### config.mk
export PLATFORM = sky130hd
export DESIGN_NAME = drr_stage
export DESIGN_NICKNAME = d
export VERILOG_FILES = /design/src/rtl/drr_pkg.sv /design/src/rtl/drr_rail_decode.sv /design/src/rtl/drr_completion.sv /design/src/rtl/drr_hold.sv /design/src/rtl/drr_stage.sv
export SDC_FILE = /design/constraint.sdc
export NUM_CORES = 1
export LEC_CHECK = 0
export BUFFER_PORTS_ARGS = -buffer_cell sky130_fd_sc_hd__clkbuf_2
export CORE_ASPECT_RATIO = 0.8
export CORE_MARGIN = 2
export CORE_UTILIZATION = 50
export DETAILED_ROUTE_END_ITERATION = 10
export GPL_TIMING_DRIVEN = 0
export PLACE_DENSITY = 0.77
export SLEW_MARGIN = 20
export SYNTH_ARGS = -nofsm -noshare
export SYNTH_HDL_FRONTEND = slang
export SYNTH_SLANG_ARGS = --single-unit
### constraint.sdc
create_clock -name clk -period 1.9 [get_ports clk]
set_input_delay 0.095 -clock clk [delete_from_list [all_inputs] [get_ports clk]]
set_output_delay 0.095 -clock clk [all_outputs]
set_load 0.05 [all_outputs]
### src/rtl/drr_pkg.sv
package drr_pkg;

  // Rail pair written as {zero rail, one rail}
  typedef enum logic [1:0] {
    RAIL_NULL = 2'b00,
    RAIL_ONE  = 2'b01,
    RAIL_ZERO = 2'b10,
    RAIL_BAD  = 2'b11
  } rail_e;

  function automatic rail_e rail_pair(input logic z, input logic o);
    return rail_e'({z, o});
  endfunction

  function automatic logic rail_is_data(input rail_e c);
    return (c == RAIL_ONE) || (c == RAIL_ZERO);
  endfunction

  function automatic logic rail_is_null(input rail_e c);
    return c == RAIL_NULL;
  endfunction

  function automatic logic rail_is_bad(input rail_e c);
    return c == RAIL_BAD;
  endfunction

endpackage

### src/rtl/drr_rail_decode.sv
module drr_rail_decode
  import drr_pkg::*;
#(
  parameter int W = 8
) (
  input  logic [W-1:0] zero_i,
  input  logic [W-1:0] one_i,
  output logic [W-1:0] data_o,
  output logic [W-1:0] null_o,
  output logic [W-1:0] bad_o
);

  for (genvar b = 0; b < W; b++) begin : g_bit
    rail_e cls;
    assign cls       = rail_pair(zero_i[b], one_i[b]);
    assign data_o[b] = rail_is_data(cls);
    assign null_o[b] = rail_is_null(cls);
    assign bad_o[b]  = rail_is_bad(cls);
  end

endmodule

### src/rtl/drr_completion.sv
module drr_completion #(
  parameter int W = 8
) (
  input  logic [W-1:0] data_i,
  input  logic [W-1:0] null_i,
  input  logic [W-1:0] bad_i,
  output logic         all_data_o,
  output logic         all_null_o,
  output logic         any_bad_o
);

  assign all_data_o = &data_i;
  assign all_null_o = &null_i;
  assign any_bad_o  = |bad_i;

endmodule

### src/rtl/drr_hold.sv
module drr_hold #(
  parameter int W = 8
) (
  input  logic         clk,
  input  logic         rst_n,
  input  logic [W-1:0] in_zero_i,
  input  logic [W-1:0] in_one_i,
  input  logic         req_i,
  input  logic         in_all_data_i,
  input  logic         in_all_null_i,
  input  logic         in_any_bad_i,
  input  logic         held_null_i,
  input  logic         held_data_i,
  input  logic         held_bad_i,
  output logic [W-1:0] q_zero_o,
  output logic [W-1:0] q_one_o,
  output logic         lat_data_o,
  output logic         lat_null_o,
  output logic         err_o
);

  logic [W-1:0] zero_q, one_q;
  logic         err_q;

  // A DATA word is taken only into an empty stage, and NULL only into a full one
  assign lat_data_o = in_all_data_i & req_i  & held_null_i & ~in_any_bad_i;
  assign lat_null_o = in_all_null_i & ~req_i & held_data_i & ~in_any_bad_i;

  always_ff @(posedge clk or negedge rst_n) begin
    if (!rst_n) begin
      zero_q <= '0;
      one_q  <= '0;
      err_q  <= 1'b0;
    end else begin
      if (lat_data_o) begin
        zero_q <= in_zero_i;
        one_q  <= in_one_i;
      end else if (lat_null_o) begin
        zero_q <= '0;
        one_q  <= '0;
      end
      err_q <= err_q | in_any_bad_i | held_bad_i;
    end
  end

  assign q_zero_o = zero_q;
  assign q_one_o  = one_q;
  assign err_o    = err_q;

endmodule

### src/rtl/drr_stage.sv
module drr_stage #(
  parameter int W = 8
) (
  input  logic         clk,
  input  logic         rst_n,
  input  logic [W-1:0] in_zero_i,
  input  logic [W-1:0] in_one_i,
  input  logic         req_i,
  output logic [W-1:0] out_zero_o,
  output logic [W-1:0] out_one_o,
  output logic         ack_o,
  output logic         err_o
);

  logic [W-1:0] in_data_w, in_null_w, in_bad_w;
  logic [W-1:0] st_data_w, st_null_w, st_bad_w;
  logic         in_all_data_w, in_all_null_w, in_any_bad_w;
  logic         st_all_data_w, st_all_null_w, st_any_bad_w;
  logic         lat_data_w, lat_null_w;
  logic [W-1:0] q_zero_w, q_one_w;

  drr_rail_decode #(.W(W)) u_in_dec (
    .zero_i(in_zero_i), .one_i(in_one_i),
    .data_o(in_data_w), .null_o(in_null_w), .bad_o(in_bad_w)
  );

  drr_completion #(.W(W)) u_in_cmp (
    .data_i(in_data_w), .null_i(in_null_w), .bad_i(in_bad_w),
    .all_data_o(in_all_data_w), .all_null_o(in_all_null_w), .any_bad_o(in_any_bad_w)
  );

  drr_rail_decode #(.W(W)) u_st_dec (
    .zero_i(q_zero_w), .one_i(q_one_w),
    .data_o(st_data_w), .null_o(st_null_w), .bad_o(st_bad_w)
  );

  drr_completion #(.W(W)) u_st_cmp (
    .data_i(st_data_w), .null_i(st_null_w), .bad_i(st_bad_w),
    .all_data_o(st_all_data_w), .all_null_o(st_all_null_w), .any_bad_o(st_any_bad_w)
  );

  drr_hold #(.W(W)) u_hold (
    .clk(clk), .rst_n(rst_n),
    .in_zero_i(in_zero_i), .in_one_i(in_one_i), .req_i(req_i),
    .in_all_data_i(in_all_data_w), .in_all_null_i(in_all_null_w),
    .in_any_bad_i(in_any_bad_w),
    .held_null_i(st_all_null_w), .held_data_i(st_all_data_w),
    .held_bad_i(st_any_bad_w),
    .q_zero_o(q_zero_w), .q_one_o(q_one_w),
    .lat_data_o(lat_data_w), .lat_null_o(lat_null_w),
    .err_o(err_o)
  );

  assign out_zero_o = q_zero_w;
  assign out_one_o  = q_one_w;
  assign ack_o      = ~st_all_data_w;

endmodule

## Yosys cells after proc, flatten, opt, wreduce, memory -nomap -nowiden

Cells that the tools add are included.

- Muxes and demuxes: 3
- Equality and inequality tests: 48
- Bitwise logic cells: 11
- Reductions and logical operators: 39

Operators with widths:

| operator | count |
|---|---|
| $eq A2 B2 Y1 const B | 32 |
| $eq A2 B1 Y1 const B | 16 |
| $logic_not A2 Y1 | 16 |
| $reduce_and A8 Y1 | 4 |
| $mux W8 | 3 |
| $logic_or A1 B1 Y1 | 16 |
| $reduce_or A8 Y1 | 2 |
| $and A1 B1 Y1 | 6 |
| $not A1 Y1 | 3 |
| $or A1 B1 Y1 | 2 |
| $reduce_bool A2 Y1 | 1 |

- Bits in registers: 17
- Output and inout port bits: 18
- Word-level logic and storage cells: 104
- Input bits: 19

## Longest topological paths before layout

Gate-level depths: netlist of run 1.

- Word-level depth: 7
- Gate-level depth with buffers: 8
- Mapped depth without buffers: 6

## Hierarchy

From an unflattened synthesis of run 1, not the netlist that was laid out.

- Cell total of the unflattened synthesis: 123
- Area, all modules: 1,282.5 um2

Modules (own cells, without submodules):

| module | cells an instance | area each (um2) | times used | seq. area each (um2) |
|---|---|---|---|---|
| drr_hold | 40 | 660.6 | 1 | 425.4 |
| drr_rail_decode | 32 | 260.2 | 2 | 0.0 |
| drr_completion | 9 | 48.8 | 2 | 0.0 |
| drr_stage | 1 | 3.8 | 1 | 0.0 |

## Worst setup path after synthesis of run 1

OpenSTA, ideal clock, no wires.

- Path kind: register -> register
- Start: register u_hold.zero_q[7] (netlist: u_hold.q_zero_o[7])
- End: register u_hold.zero_q[5] (netlist: u_hold.q_zero_o[5])
- Slack: -0.189 ns
- Data required time: 1.769 ns
- Cell stages (with the launch flop): 8
- Data arrival time: 1.958 ns
- Buffers on the path: 1
- Setup time: 0.131 ns
- Clock period less this slack: 2.089 ns
- Cells stage by stage: dfrtp_1 > inv_1 > ha_1 > nand4_1 > or3_1 > clkbuf_1 > o21ai_1 > mux2i_1

- Cells in the longest elaborated chain, start to end: 6
- Elaborated cells between the ends (all ways): 12
- Classes of those cells: 2 x eq/ne; 1 x mux; 4 x bitwise; 5 x reduce/logical

Ends and longest elaborated chain:

| what | RTL line | RTL |
|---|---|---|
| from (decl) | drr_hold.sv:22 | `logic [W-1:0] zero_q, one_q;` |
| from (signal assigned) | drr_hold.sv:36 | `zero_q <= in_zero_i;` |
| $eq A2 B1 Y1 / $eq A2 B2 Y1 (equally long branches) | drr_pkg.sv:16 | `return (c == RAIL_ONE) \|\| (c == RAIL_ZERO);` |
| $logic_or A1 B1 Y1 | drr_pkg.sv:16 |  |
| $reduce_and A8 Y1 | drr_completion.sv:12 | `assign all_data_o = &data_i;` |
| $and A1 B1 Y1 (2 in series) | drr_hold.sv:27 | `assign lat_null_o = in_all_null_i & ~req_i & held_data_i & ~in_any_bad_i;` |
| $reduce_bool A2 Y1 (no line) | n/a |  |

Parallel ways exist; a longest one is shown, timed or not.
A chain may end at the register's enable or synchronous reset.

## Final worst setup path of run 1

- Start: input port in_zero_i[4]
- End: register u_hold.one_q[1] (netlist: u_hold.q_one_o[1])

- Cells in the longest elaborated chain, start to end: 7
- Elaborated cells between the ends (all ways): 17
- Classes of those cells: 3 x eq/ne; 1 x mux; 7 x bitwise; 6 x reduce/logical

Ends and longest elaborated chain:

| what | RTL line | RTL |
|---|---|---|
| from (decl) | drr_stage.sv:6 | `input logic [W-1:0] in_zero_i,` |
| $eq A2 B1 Y1 / $eq A2 B2 Y1 (equally long branches) | drr_pkg.sv:16 |  |
| $logic_or A1 B1 Y1 | drr_pkg.sv:16 |  |
| $reduce_and A8 Y1 | drr_completion.sv:12 |  |
| $and A1 B1 Y1 (3 in series) | drr_hold.sv:26 | `assign lat_data_o = in_all_data_i & req_i & held_null_i & ~in_any_bad_i;` |
| $mux W8 / $reduce_bool A2 Y1 (equally long branches) | n/a |  |
| to (signal assigned) | drr_hold.sv:37 | `one_q <= in_one_i;` |
| to (decl) | drr_hold.sv:22 |  |

Parallel ways exist; a longest one is shown, timed or not.

==> results by group, run 1 <==
Outcome
  – Status: completed

Detailed routing
  – DRT Pass-1 Iters: 4
  – Vias per cell: 5.04
  – Final wirelength: 3140 um
  – Per-cell routed wire length: 14.3 um
  – DRC errors left: 0
  – 1st-iter DRT viols: 51
  – Via Count: 1108
  – Post-route ant nets: 0

Die
  – Top Ports: 37
  – Starting Density: 54.0%
  – Die ar.: 3130 sq um
  – Core area: 2500 sq um
  – Die span in x: 62.1 um
  – Row count: 16
  – Height of the die: 50.5 um

STA
  – Max Clock Skew: 0.00721 ns
  – Final setup violating endpoints: 0
  – Hold WS: 0.0233 ns
  – Final Max Slew Viols: 0
  – Post-route setup slack: 0.0372 ns
  – Rel. slew slack: 71.7%
  – Min Tclk post-route: 1.86 ns
  – Setup TNS: 0 ns
  – Least-Margin Pin Slew: 0.425 ns
  – Final Hold Viols: 0
  – Fmax: 0.537 GHz
  – Fin crit share: 98.0%

Cells and area
  – Final cell count without fillers: 220
  – Nets: 236
  – # fillers: 218
  – N_diodes: 0
  – Share of layout cells above drive strength 1: 36.4%
  – Layout Utilization: 66.8%
  – Synthesis-to-finish area growth: 23.7%

GRT
  – Largest net degree at the start of global routing: 18
  – Initial antenna violation count: 0
  – Tot GR Track Use: 21.8%
  – Vias in the first global route: 1067
  – First-pass GRT wire length: 4930 um
  – GR Overflow Total: 0

Clock tree
  – CTS root buffer: clkbuf_4
  – Sink Count: 17
  – Clk slew on worst S/H paths: 0.11 ns
  – H-tree Lvls: 1
  – Max clock buf depth: 2
  – Worst skew pair latency: 0.31 ns
  – CTS tree: built
  – Inserted Clock Buffers: 3

Placed design
  – Detailed Place HPWL: 2470 um
  – Gp weighted congestion: 0.896
  – Port bufs: 36
  – Post-Place Setup Slack: -0.226 ns
  – Post-placement cell count: 212

Critical path
  – Max Fanout on Critical Path: 10
  – Crit path kind: input port to register
  – Worst Setup SP: in_zero_i[4]
  – FF-to-FF Start: u_hold.q_zero_o[7]$_DFFE_PN0P_
  – Setup crit end kind: register
  – Critical Path RT: 2.09 ns
  – Worst Path Arrival: 2.06 ns
  – Worst setup SP type: input port

Logic synthesis
  – Post-synthesis cell type count: 21
  – YS warnings: 0
  – Mux contribution to synthesized area: 11.9%
  – Xor-xnor portion of the synthesized cell area: 0%
  – Area fraction in compound gates after synthesis: 6.21%
  – Flops & latches, synth: 17
  – Synth Cell Area: 1350 sq um
  – Syn Nets: 191
  – Largest family of logic cells by synthesized area: adder cells
  – Post-synthesis simple-gate area fraction: 10.0%
  – Syn Inst Count: 140
  – Seq/Total Area, Yosys: 31.5%
  – Mapped Avg Cell Area: 9.64 sq um
  – Post-Synth Adder-Cell Area: 29.7%

Run
  – Number of max-cap violations: 0

Min path
  – Hold Crit Class: input port to register
  – Worst Hold Launch: in_one_i[7]

Power
  – Maximum vdd drop: 0.000336 V
  – Leakage: 0.981 nW
  – Pwr Density: 415 nW/um^2
-- final timing paths --
check / slack (ns) / cells after the start / end
max: 0.04 / 8 / u_hold.q_one_o[1]$_DFFE_PN0P_
max reg2reg: 0.14 / 6 / u_hold.q_zero_o[2]$_DFFE_PN0P_
min reg2reg: 0.58 / 2 / u_hold.err_o$_DFF_PN0_
max in group asynchronous: 1.33 / 2 / u_hold.q_one_o[1]$_DFFE_PN0P_
min: 0.02 / 3 / u_hold.q_one_o[7]$_DFFE_PN0P_
min in group asynchronous: 0.24 / 2 / u_hold.q_zero_o[7]$_DFFE_PN0P_
-- state kept, by name, summed over array words and instances (netlist names) --
name,flops
u_hold.err_o,1
u_hold.q_one_o,8
u_hold.q_zero_o,8
-- cell type report --
class                   count  area [sq um]  area share [%]
well taps                  36          45.0            2.70
plain buffers               3          23.8            1.42
clock buffers               4          26.3            1.57
flip-flops and latches     17           445            26.7
multi-input cells          87           790            47.3
inverters                  32           120            7.19
repair buffers             41           220            13.2
-- critical path, cell delays in order --
cell and delay [ns]:
clkbuf_2 0.10, ha_1 0.22, or4_4 0.52, or4_1 0.56, buf_2 0.19, buf_6 0.16, o21ai_1 0.13, mux2i_1 0.09
-- report_power, final --
part | leakage, nW | internal, W | switching, W
Sequential | 0.205 | 0.000366 | 0.00000438
Clock | 0.0150 | 0.0000823 | 0.000128
Combinational | 0.760 | 0.0000445 | 0.0000677
Total | 0.981 | 0.000493 | 0.000200
-- per-stage QoR --
stage | total power, W | instance area, sq um
floorplan | 0.000435 | 1370
global placement | 0.000484 | 1600
detailed placement | 0.000487 | 1600
CTS | 0.000696 | 1650
global route | 0.000724 | 1670
finish | 0.000693 | 1670
-- layout by cell type (no fill, tap or decap), drive strengths merged --
| cell type | instances |
|---|---|
| clkbuf | 41 |
| inv | 32 |
| ha | 32 |
| dfrtp | 17 |
| mux2i | 16 |
| o21ai | 16 |
| nand4 | 6 |
| buf | 6 |
| nor2 | 3 |
| or4 | 3 |
| nand3 | 3 |
| nor3 | 2 |
| nand2 | 2 |
| or2 | 1 |
| nor4 | 1 |
| nand4b | 1 |
| or3 | 1 |
| dlygate4sd3 | 1 |
-- cells in the mapped netlist --
cell / number / area (sq um)
clkbuf_1: 1 / 3.75
nor2_1: 3 / 11.3
buf_2: 2 / 10.0
nand3_1: 3 / 15.0
nor3_1: 2 / 10.0
buf_6: 1 / 11.3
nand4_1: 6 / 37.5
dfrtp_1: 17 / 425
mux2i_1: 16 / 160
or3_1: 1 / 6.26
nand2_1: 2 / 7.51
o21ai_0: 6 / 30.0
o21ai_1: 9 / 45.0
or4_4: 1 / 11.3
nor4_1: 1 / 6.26
or2_2: 1 / 6.26
ha_1: 32 / 400
o21ai_2: 1 / 8.76
or4_1: 2 / 15.0
nand4b_1: 1 / 8.76
inv_1: 32 / 120
-- routing by layer --
| layer | GRT usage, % | share of wire [%] |
|---|---|---|
| met1 | 29.0 | 47 |
| met2 | 35.9 | 48 |
| met3 | 3.87 | 4.1 |
| met4 | 5.32 | 1.1 |
| met5 | 0 | 0 |
-- what timing repair did --
action,CTS,global route
endpoints found under the hold margin,17,0
endpoints found under the setup margin,10,10
setup buffers,0,4
pin swaps,0,1
gates resized for setup,3,1
hold buffers,1,0
-- logic make-up after synthesis --
logic type | after synthesis
buffers and inverters | 36
adders and majority gates | 32
and+or+nand+nor | 23
DFF | 17
AOI/OAI and AO/OA | 16
muxes | 16
Note: power is estimated with default switching activity, not from simulation.
==> run 2, diff against run 1 <==
ABC_AREA = 1   (was not set)
PLACE_DENSITY = 0.76   (was 0.77)
==> run 2 against run 1 <==
Against the previous run:
- sequential share of layout area shrank 2.0 points
- critical path depth grew 2
- utilization shrank 2.4 points
- die area grew 10%
- non-clock buffer count shrank 3
- via count grew 19%
- sequential power is essentially flat
- synthesized area grew 11%
- worst hold slack gained 0.082 ns
- clock-buffer cell count is the same
- flip-flop and latch count is the same
==> results by group, run 2 <==
Outcome
  – Status: completed (unchanged)

Logic synthesis
  – Area fraction in compound gates after synthesis: 0% (was 6.21%)
  – Seq/Total Area, Yosys: 28.4% (was 31.5%)
  – Post-synth top area cell: dfrtp_1 (unchanged)
  – YS warnings: 0 (unchanged)
  – Syn Inst Count: 194 (was 140)
  – Mapped Avg Cell Area: 7.72 sq um (was 9.64 sq um)
  – Largest family of logic cells by synthesized area: simple AND/OR/NAND/NOR gates (was adder cells)
  – Async set-reset flop share out of synthesis: 100% (unchanged)
  – Synth Cell Area: 1500 sq um (was 1350 sq um)
  – Syn Nets: 245 (was 191)
  – Top_reg_cell synth: dfrtp_1 (unchanged)
  – Post-synthesis simple-gate area fraction: 32.1% (was 10.0%)
  – Post-Synth Adder-Cell Area: 26.7% (was 29.7%)
  – EDFF count, synth: 0 (unchanged)
  – Post-synth top cells: inv_1 (41), nand2_1 (37), ha_1 (32), nand3_1 (32) (was ha_1 (32), inv_1 (32), dfrtp_1 (17))
  – Mux contribution to synthesized area: 0% (was 11.9%)
  – Flops & latches, synth: 17 (unchanged)
  – Post-synthesis cell type count: 18 (was 21)
  – Most common cell in the netlist: inv_1
  – Synth area leaders: dfrtp_1 (28%), ha_1 (27%), nand3_1 (11%) (was dfrtp_1 (32%), ha_1 (30%), mux2i_1 (12%))
  – Top-area cell type share of the netlist area: 28.4% (was 31.5%)
  – Xor-xnor portion of the synthesized cell area: 0% (unchanged)

STA
  – Max Clock Skew: 0.00182 ns (was 0.00721 ns)
  – Setup TNS: 0 ns (unchanged)
  – Fin crit share: 91.2% (was 98.0%)
  – Unrepaired setup endpoints after global routing: no
  – Min Tclk post-route: 1.73 ns (was 1.86 ns)
  – Least-Margin Pin Slew: 0.428 ns (was 0.425 ns)
  – Fmax: 0.577 GHz (was 0.537 GHz)
  – Final setup violating endpoints: 0 (unchanged)
  – Hold WS: 0.105 ns (was 0.0233 ns)
  – Final Max Slew Viols: 0 (unchanged)
  – Rel. slew slack: 71.5% (was 71.7%)
  – Final Hold Viols: 0 (unchanged)

Clock tree
  – Post-CTS resize count: 0 (was 3)
  – Clk slew on worst S/H paths: 0.06 ns (was 0.11 ns)
  – Worst skew pair latency: 0.25 ns (was 0.31 ns)
  – Max clock buf depth: 2 (unchanged)
  – CTS root buffer: clkbuf_8 (was clkbuf_4)
  – H-tree Lvls: 1 (unchanged)
  – Inserted Clock Buffers: 3 (unchanged)
  – CTS tree: built (unchanged)
  – Sink Count: 17 (unchanged)

Detailed routing
  – Max layer used: met4 (unchanged)
  – M1 wire length: 1660 um (was 1480 um)
  – WL met3: 171 um (was 130 um)
  – DRC errors left: 0 (unchanged)
  – Per-cell routed wire length: 11.9 um (was 14.3 um)
  – DRT Pass-1 Iters: 5 (was 4)
  – 1st-iter DRT viols: 81 (was 51)
  – Vias per cell: 4.82 (was 5.04)
  – Via Count: 1316 (was 1108)
  – Post-route ant nets: 0 (unchanged)
  – Final wirelength: 3250 um (was 3140 um)
  – Met2 wire length: 1410 um (was 1490 um)

Die
  – Die ar.: 3450 sq um (was 3130 sq um)
  – Row count: 17 (was 16)
  – Core area: 2810 sq um (was 2500 sq um)
  – Top Ports: 37 (unchanged)
  – Starting Density: 53.3% (was 54.0%)
  – Height of the die: 53.0 um (was 50.5 um)
  – Die span in x: 65.2 um (was 62.1 um)

Critical path
  – Setup crit end kind: register (unchanged)
  – CP Cell Sequence: inv_1, ha_1, nand2_1, nor2_1, nand2_2, nor2_1, nand2_2, buf_6, nand3_1, nand2_1 (was clkbuf_2, ha_1, or4_4, or4_1, buf_2, buf_6, o21ai_1, mux2i_1)
  – Crit path kind: register to register (was input port to register)
  – Critical Path RT: 2.04 ns (was 2.09 ns)
  – Max Fanout on Critical Path: 10 (unchanged)
  – CP max stage delay: 0.41 ns (was 0.56 ns)
  – Worst setup SP type: register (was input port)
  – Worst Path Arrival: 1.87 ns (was 2.06 ns)
  – Crit-path slowest cell: dfrtp_2 (was or4_1)

Cells and area
  – Synthesis-to-finish area growth: 20.6% (was 23.7%)
  – Nets: 287 (was 236)
  – N_diodes: 0 (unchanged)
  – Commonest non-fill, non-tap cell in the layout: inv_1 (was clkbuf_2)
  – Area of the multi-input gates: 886 sq um (was 790 sq um)
  – Register Area: 445 sq um (unchanged)
  – Share of layout cells above drive strength 1: 29.4% (was 36.4%)
  – Most frequent cells in the layout: inv_1 (41), clkbuf_2 (36), nand2_1 (35), nand3_1 (32), ha_1 (32) (was clkbuf_2 (36), inv_1 (32), ha_1 (32), mux2i_1 (16), dfrtp_2 (16))
  – # fillers: 280 (was 218)

Placed design
  – Gp weighted congestion: 0.823 (was 0.896)
  – Port bufs: 36 (unchanged)
  – Detailed Place HPWL: 2710 um (was 2470 um)

Power
  – Maximum vdd drop: 0.000199 V (was 0.000336 V)
  – Leakage: 1.04 nW (was 0.981 nW)
  – Pwr Density: 432 nW/um^2 (was 415 nW/um^2)

GRT
  – Initial antenna violation count: 0 (unchanged)
  – Largest net degree at the start of global routing: 18 (unchanged)
  – GR Overflow Total: 0 (unchanged)
  – Tot GR Track Use: 20.8% (was 21.8%)
  – First-pass GRT wire length: 5380 um (was 4930 um)
  – Vias in the first global route: 1193 (was 1067)

Run
  – Number of max-cap violations: 0 (unchanged)

Min path
  – Hold Crit Class: input port to register (unchanged)
-- run 2: cell count changes in the layout (fill, tap and decap cells not counted), moves of 6 or more --
cell / delta
inv_1: +9
nand3_1: +30
nand2_1: +33
nor2_1: +14
o21ai_1: -9
mux2i_1: -16
o21ai_0: -6
-- run 2: critical path: cells and delay by family (launching register included) --
kind | cells | cell delay (ns)
flops | 1 | 0.41
simple gates | 7 | 0.69
buf+inv | 2 | 0.24
fa+ha+maj | 1 | 0.27
-- run 2: final timing paths --
kind / end / depth (start not counted) / start / slack [ns]
worst max-delay path: u_hold.q_one_o[5]$_DFFE_PN0P_ / 10 / u_hold.q_one_o[0]$_DFFE_PN0P_ / 0.17
worst min register to register: u_hold.err_o$_DFF_PN0_ / 2 / u_hold.err_o$_DFF_PN0_ / 0.49
worst max register to register: u_hold.q_one_o[5]$_DFFE_PN0P_ / 10 / u_hold.q_one_o[0]$_DFFE_PN0P_ / 0.17
min in group asynchronous: u_hold.q_zero_o[1]$_DFFE_PN0P_ / 2 / rst_n / 0.31
max in group asynchronous: u_hold.q_zero_o[7]$_DFFE_PN0P_ / 2 / rst_n / 1.27
worst min-delay path: u_hold.q_zero_o[7]$_DFFE_PN0P_ / 3 / in_zero_i[7] / 0.11
-- run 2: through the flow --
step	util [%]	cell area, sq um	setup slack [ns]	power (W)	instances
3_3_place_gp	62.3	1750	0.236	0.000517	268
4_1_cts	64.3	1810	0.179	0.000788	273
6_report	64.3	1810	0.167	0.000780	273
2_1_floorplan	-	1520	0.00683	0.000463	194
3_5_place_dp	62.3	1750	0.193	0.000521	268
5_1_grt	64.3	1810	0.0110	0.000826	273
-- run 2: logic make-up after synthesis --
family | count (synthesis)
buffers and inverters | 45
and+or+nand+nor | 100
DFF | 17
adders and majority gates | 32
-- run 2: area by class of cell --
| cell class | count | share of cell area (%) |
|---|---|---|
| Buffer | 4 | 2.08 |
| Clock buffer | 4 | 2.49 |
| Inverter | 41 | 8.52 |
| Multi-Input combinational cell | 132 | 49.1 |
| Sequential cell | 17 | 24.7 |
| Tap cell | 38 | 2.63 |
| Timing Repair Buffer | 37 | 10.5 |
-- run 2: per-layer routing --
metal,track usage (%),vias up
met3,1.28,2
met1,31.7,588
li1,-,682
met2,31.1,44
met5,0,-
met4,6.25,0
-- run 2: repair_timing --
| action | in CTS | in global routing |
|---|---|---|
| hold endpoints to repair | 17 | 0 |
| setup buffers | 0 | 0 |
| hold buffers | 1 | 0 |
-- run 2: power breakdown --
part / internal, W / total, W / leakage [nW] / switching (W)
sequential: 0.000366 / 0.000371 / 0.205 / 0.00000436
combinational: 0.0000533 / 0.000143 / 0.808 / 0.0000899
clock: 0.000149 / 0.000266 / 0.0228 / 0.000117
total: 0.000568 / 0.000780 / 1.04 / 0.000211
==> run 3, diff against run 2 <==
ABC_AREA = not set   (was 1)
CORE_ASPECT_RATIO = not set   (was 0.8)
PLACE_DENSITY = 0.77   (was 0.76)
TNS_END_PERCENT = 5   (was not set)
==> run 3 against run 2 <==
Against the previous run:
- maximum frequency decreased by 5.3%
- first-iteration DRC count decreased by 58%
- utilization grew 5.1 points
- worst hold slack lost 0.061 ns
- final area down 3.0%
- die area shrank 9.3%
- global-route usage rose by 1.5 points
- setup slack lost 0.096 ns
- largest cell class unchanged
- routed wire length grew 3.3%
- sequential power hardly changed
- final cell count shrank 18%
- register-to-register slack worse by 0.07 ns
==> results by group, run 3 (same netlist as run 1, synthesis figures left out) <==
Outcome
  – Status: completed (unchanged)

GRT
  – Largest net degree at the start of global routing: 18 (unchanged)
  – Initial antenna violation count: 0 (unchanged)
  – First-pass GRT wire length: 5540 um (was 5380 um)
  – GR Overflow Total: 0 (unchanged)
  – Tot GR Track Use: 22.2% (was 20.8%)
  – Vias in the first global route: 1200 (was 1193)

STA
  – Fmax: 0.547 GHz (was 0.577 GHz)
  – Final setup violating endpoints: 0 (unchanged)
  – Final Hold Viols: 0 (unchanged)
  – Rel. slew slack: 69.5% (was 71.5%)
  – Min Tclk post-route: 1.83 ns (was 1.73 ns)
  – Max Clock Skew: 0.00190 ns (was 0.00182 ns)
  – Post-route setup slack: 0.0705 ns (was 0.167 ns)
  – Fin crit share: 96.3% (was 91.2%)
  – Final Max Slew Viols: 0 (unchanged)
  – Least-Margin Pin Slew: 0.457 ns (was 0.428 ns)

Run
  – Number of max-cap violations: 0 (unchanged)

Clock tree
  – Sink Count: 17 (unchanged)
  – Clk slew on worst S/H paths: 0.11 ns (was 0.06 ns)
  – Max clock buf depth: 2 (unchanged)
  – H-tree Lvls: 1 (unchanged)
  – Inserted Clock Buffers: 3 (unchanged)
  – CTS root buffer: clkbuf_4 (was clkbuf_8)
  – Worst skew pair latency: 0.29 ns (was 0.25 ns)
  – CTS tree: built (unchanged)

Detailed routing
  – DRT Pass-1 Iters: 4 (was 5)
  – Final wirelength: 3360 um (was 3250 um)
  – Post-route ant nets: 0 (unchanged)
  – Via Count: 1192 (was 1316)
  – Vias per cell: 5.32 (was 4.82)
  – 1st-iter DRT viols: 34 (was 81)
  – Per-cell routed wire length: 15.0 um (was 11.9 um)
  – DRC errors left: 0 (unchanged)

Critical path
  – Crit path kind: input port to register (was register to register)
  – CP max stage delay: 0.55 ns (was 0.41 ns)
  – Critical Path RT: 2.09 ns (was 2.04 ns)
  – Max Fanout on Critical Path: 10 (unchanged)
  – Worst setup SP type: input port (was register)
  – CP Cell Sequence: clkbuf_2, ha_1, or4_4, or4_1, buf_4, buf_6, o21ai_1, mux2i_1 (was inv_1, ha_1, nand2_1, nor2_1, nand2_2, nor2_1, nand2_2, buf_6, nand3_1, nand2_1)
  – Setup crit end kind: register (unchanged)
  – Crit-path slowest cell: or4_4 (was dfrtp_2)
  – Worst Path Arrival: 2.02 ns (was 1.87 ns)

Die
  – Die ar.: 3130 sq um (was 3450 sq um)
  – Height of the die: 56.0 um (was 53.0 um)
  – Die span in x: 56.0 um (was 65.2 um)
  – Top Ports: 37 (unchanged)
  – Row count: 18 (was 17)
  – Core area: 2520 sq um (was 2810 sq um)
  – Starting Density: 53.5% (was 53.3%)

Cells and area
  – Nets: 246 (was 287)
  – N_diodes: 0 (unchanged)
  – Post-Layout Inst Area: 1750 sq um (was 1810 sq um)
  – Commonest non-fill, non-tap cell in the layout: clkbuf_2 (was inv_1)
  – # fillers: 191 (was 280)
  – Synthesis-to-finish area growth: 29.7% (was 20.6%)
  – Most frequent cells in the layout: clkbuf_2 (36), inv_1 (32), ha_1 (31), mux2i_1 (16), dfrtp_2 (16) (was inv_1 (41), clkbuf_2 (36), nand2_1 (35), nand3_1 (32), ha_1 (32))
  – Final cell count without fillers: 224 (was 273)
  – Share of layout cells above drive strength 1: 41.2% (was 29.4%)

Placed design
  – Detailed Place HPWL: 2490 um (was 2710 um)
  – Post-Place Setup Slack: -0.272 ns (was 0.193 ns)
  – Port bufs: 36 (unchanged)
  – Gp weighted congestion: 0.873 (was 0.823)
  – Post-placement cell count: 206 (was 268)
  – Area post-placement: 1590 sq um (was 1750 sq um)

Power
  – Final Total Pwr: 0.000696 W (was 0.000780 W)
  – Maximum vdd drop: 0.000281 V (was 0.000199 V)
  – Pwr Density: 398 nW/um^2 (was 432 nW/um^2)
  – Leakage: 1.03 nW (was 1.04 nW)

Min path
  – Hold Crit Class: input port to register (unchanged)
run 3: cell types whose count changed in the layout (fill, tap and decap cells not counted), moves of 4 or more:
cell and change:
nand2_1 -33, o21ai_0 +6, nand3_1 -30, inv_1 -9, o21ai_1 +7, clkbuf_4 +4
nand2_2 -4, mux2i_1 +16, buf_4 +13, nand4_1 +4, nor2_1 -14
run 3: repair_timing:
action,4_1_cts,5_1_grt
hold endpoints to repair,17,0
pin swaps,0,2
hold buffers,1,0
endpoints found under the setup margin,10,10
gates resized for setup,3,7
setup buffers,0,13
run 3: path summary, 6_finish.rpt:
kind,slack (ns),from,endpoint,cells past startpoint
worst max-delay path,0.07,in_zero_i[5],u_hold.q_zero_o[5]$_DFFE_PN0P_,8
worst min-delay path,0.04,in_zero_i[5],u_hold.q_zero_o[5]$_DFFE_PN0P_,3
worst max register to register,0.10,u_hold.q_one_o[3]$_DFFE_PN0P_,u_hold.q_zero_o[5]$_DFFE_PN0P_,7
worst min register to register,0.52,u_hold.err_o$_DFF_PN0_,u_hold.err_o$_DFF_PN0_,2
max in group asynchronous,1.30,rst_n,u_hold.q_one_o[1]$_DFFE_PN0P_,2
min in group asynchronous,0.27,rst_n,u_hold.q_zero_o[6]$_DFFE_PN0P_,2
run 3: worst max-delay path, delay by kind of cell:
family / cells / cell delay, ns
and+or+nand+nor: 2 / 1.08
buffers and inverters: 3 / 0.42
adders and majority gates: 1 / 0.19
AOI/OAI and AO/OA: 1 / 0.15
muxes: 1 / 0.09
run 3: power by group:
| group | total [W] | internal, W | switching [W] | leakage, nW |
|---|---|---|---|---|
| clock network | 0.000207 | 0.0000817 | 0.000126 | 0.0150 |
| registers | 0.000370 | 0.000366 | 0.00000398 | 0.205 |
| logic | 0.000119 | 0.0000473 | 0.0000713 | 0.812 |
run 3: metal layers:
metal / global-route usage [%] / vias to the layer above / wire [um]
li1: - / 582 / -
met1: 29.4 / 580 / 1530
met2: 39.5 / 26 / 1700
met3: 2.09 / 4 / 99
met4: 4.08 / 0 / 25
met5: 0 / - / 0
run 3: final cells by class:
cell class / instances / area [sq um] / share of cell area [%]
Sequential cell: 17 / 445 / 25.4
Clock buffer: 4 / 26.3 / 1.50
Buffer: 4 / 33.8 / 1.93
Tap cell: 30 / 37.5 / 2.14
Inverter: 32 / 120 / 6.86
Timing Repair Buffer: 50 / 288 / 16.4
Multi-Input combinational cell: 87 / 800 / 45.7
run 3: per-stage QoR:
| stage | hold WS [ns] | utilization, % | setup TNS [ns] |
|---|---|---|---|
| floorplan | -0.201 | - | 0 |
| global placement | 0.0524 | 63.0 | -2.78 |
| CTS | 0.0429 | 64.9 | 0 |
| finish | 0.0438 | 69.4 | 0 |
| detailed placement | 0.0723 | 63.0 | -3.60 |
| global route | 0.0551 | 69.4 | -0.0455 |
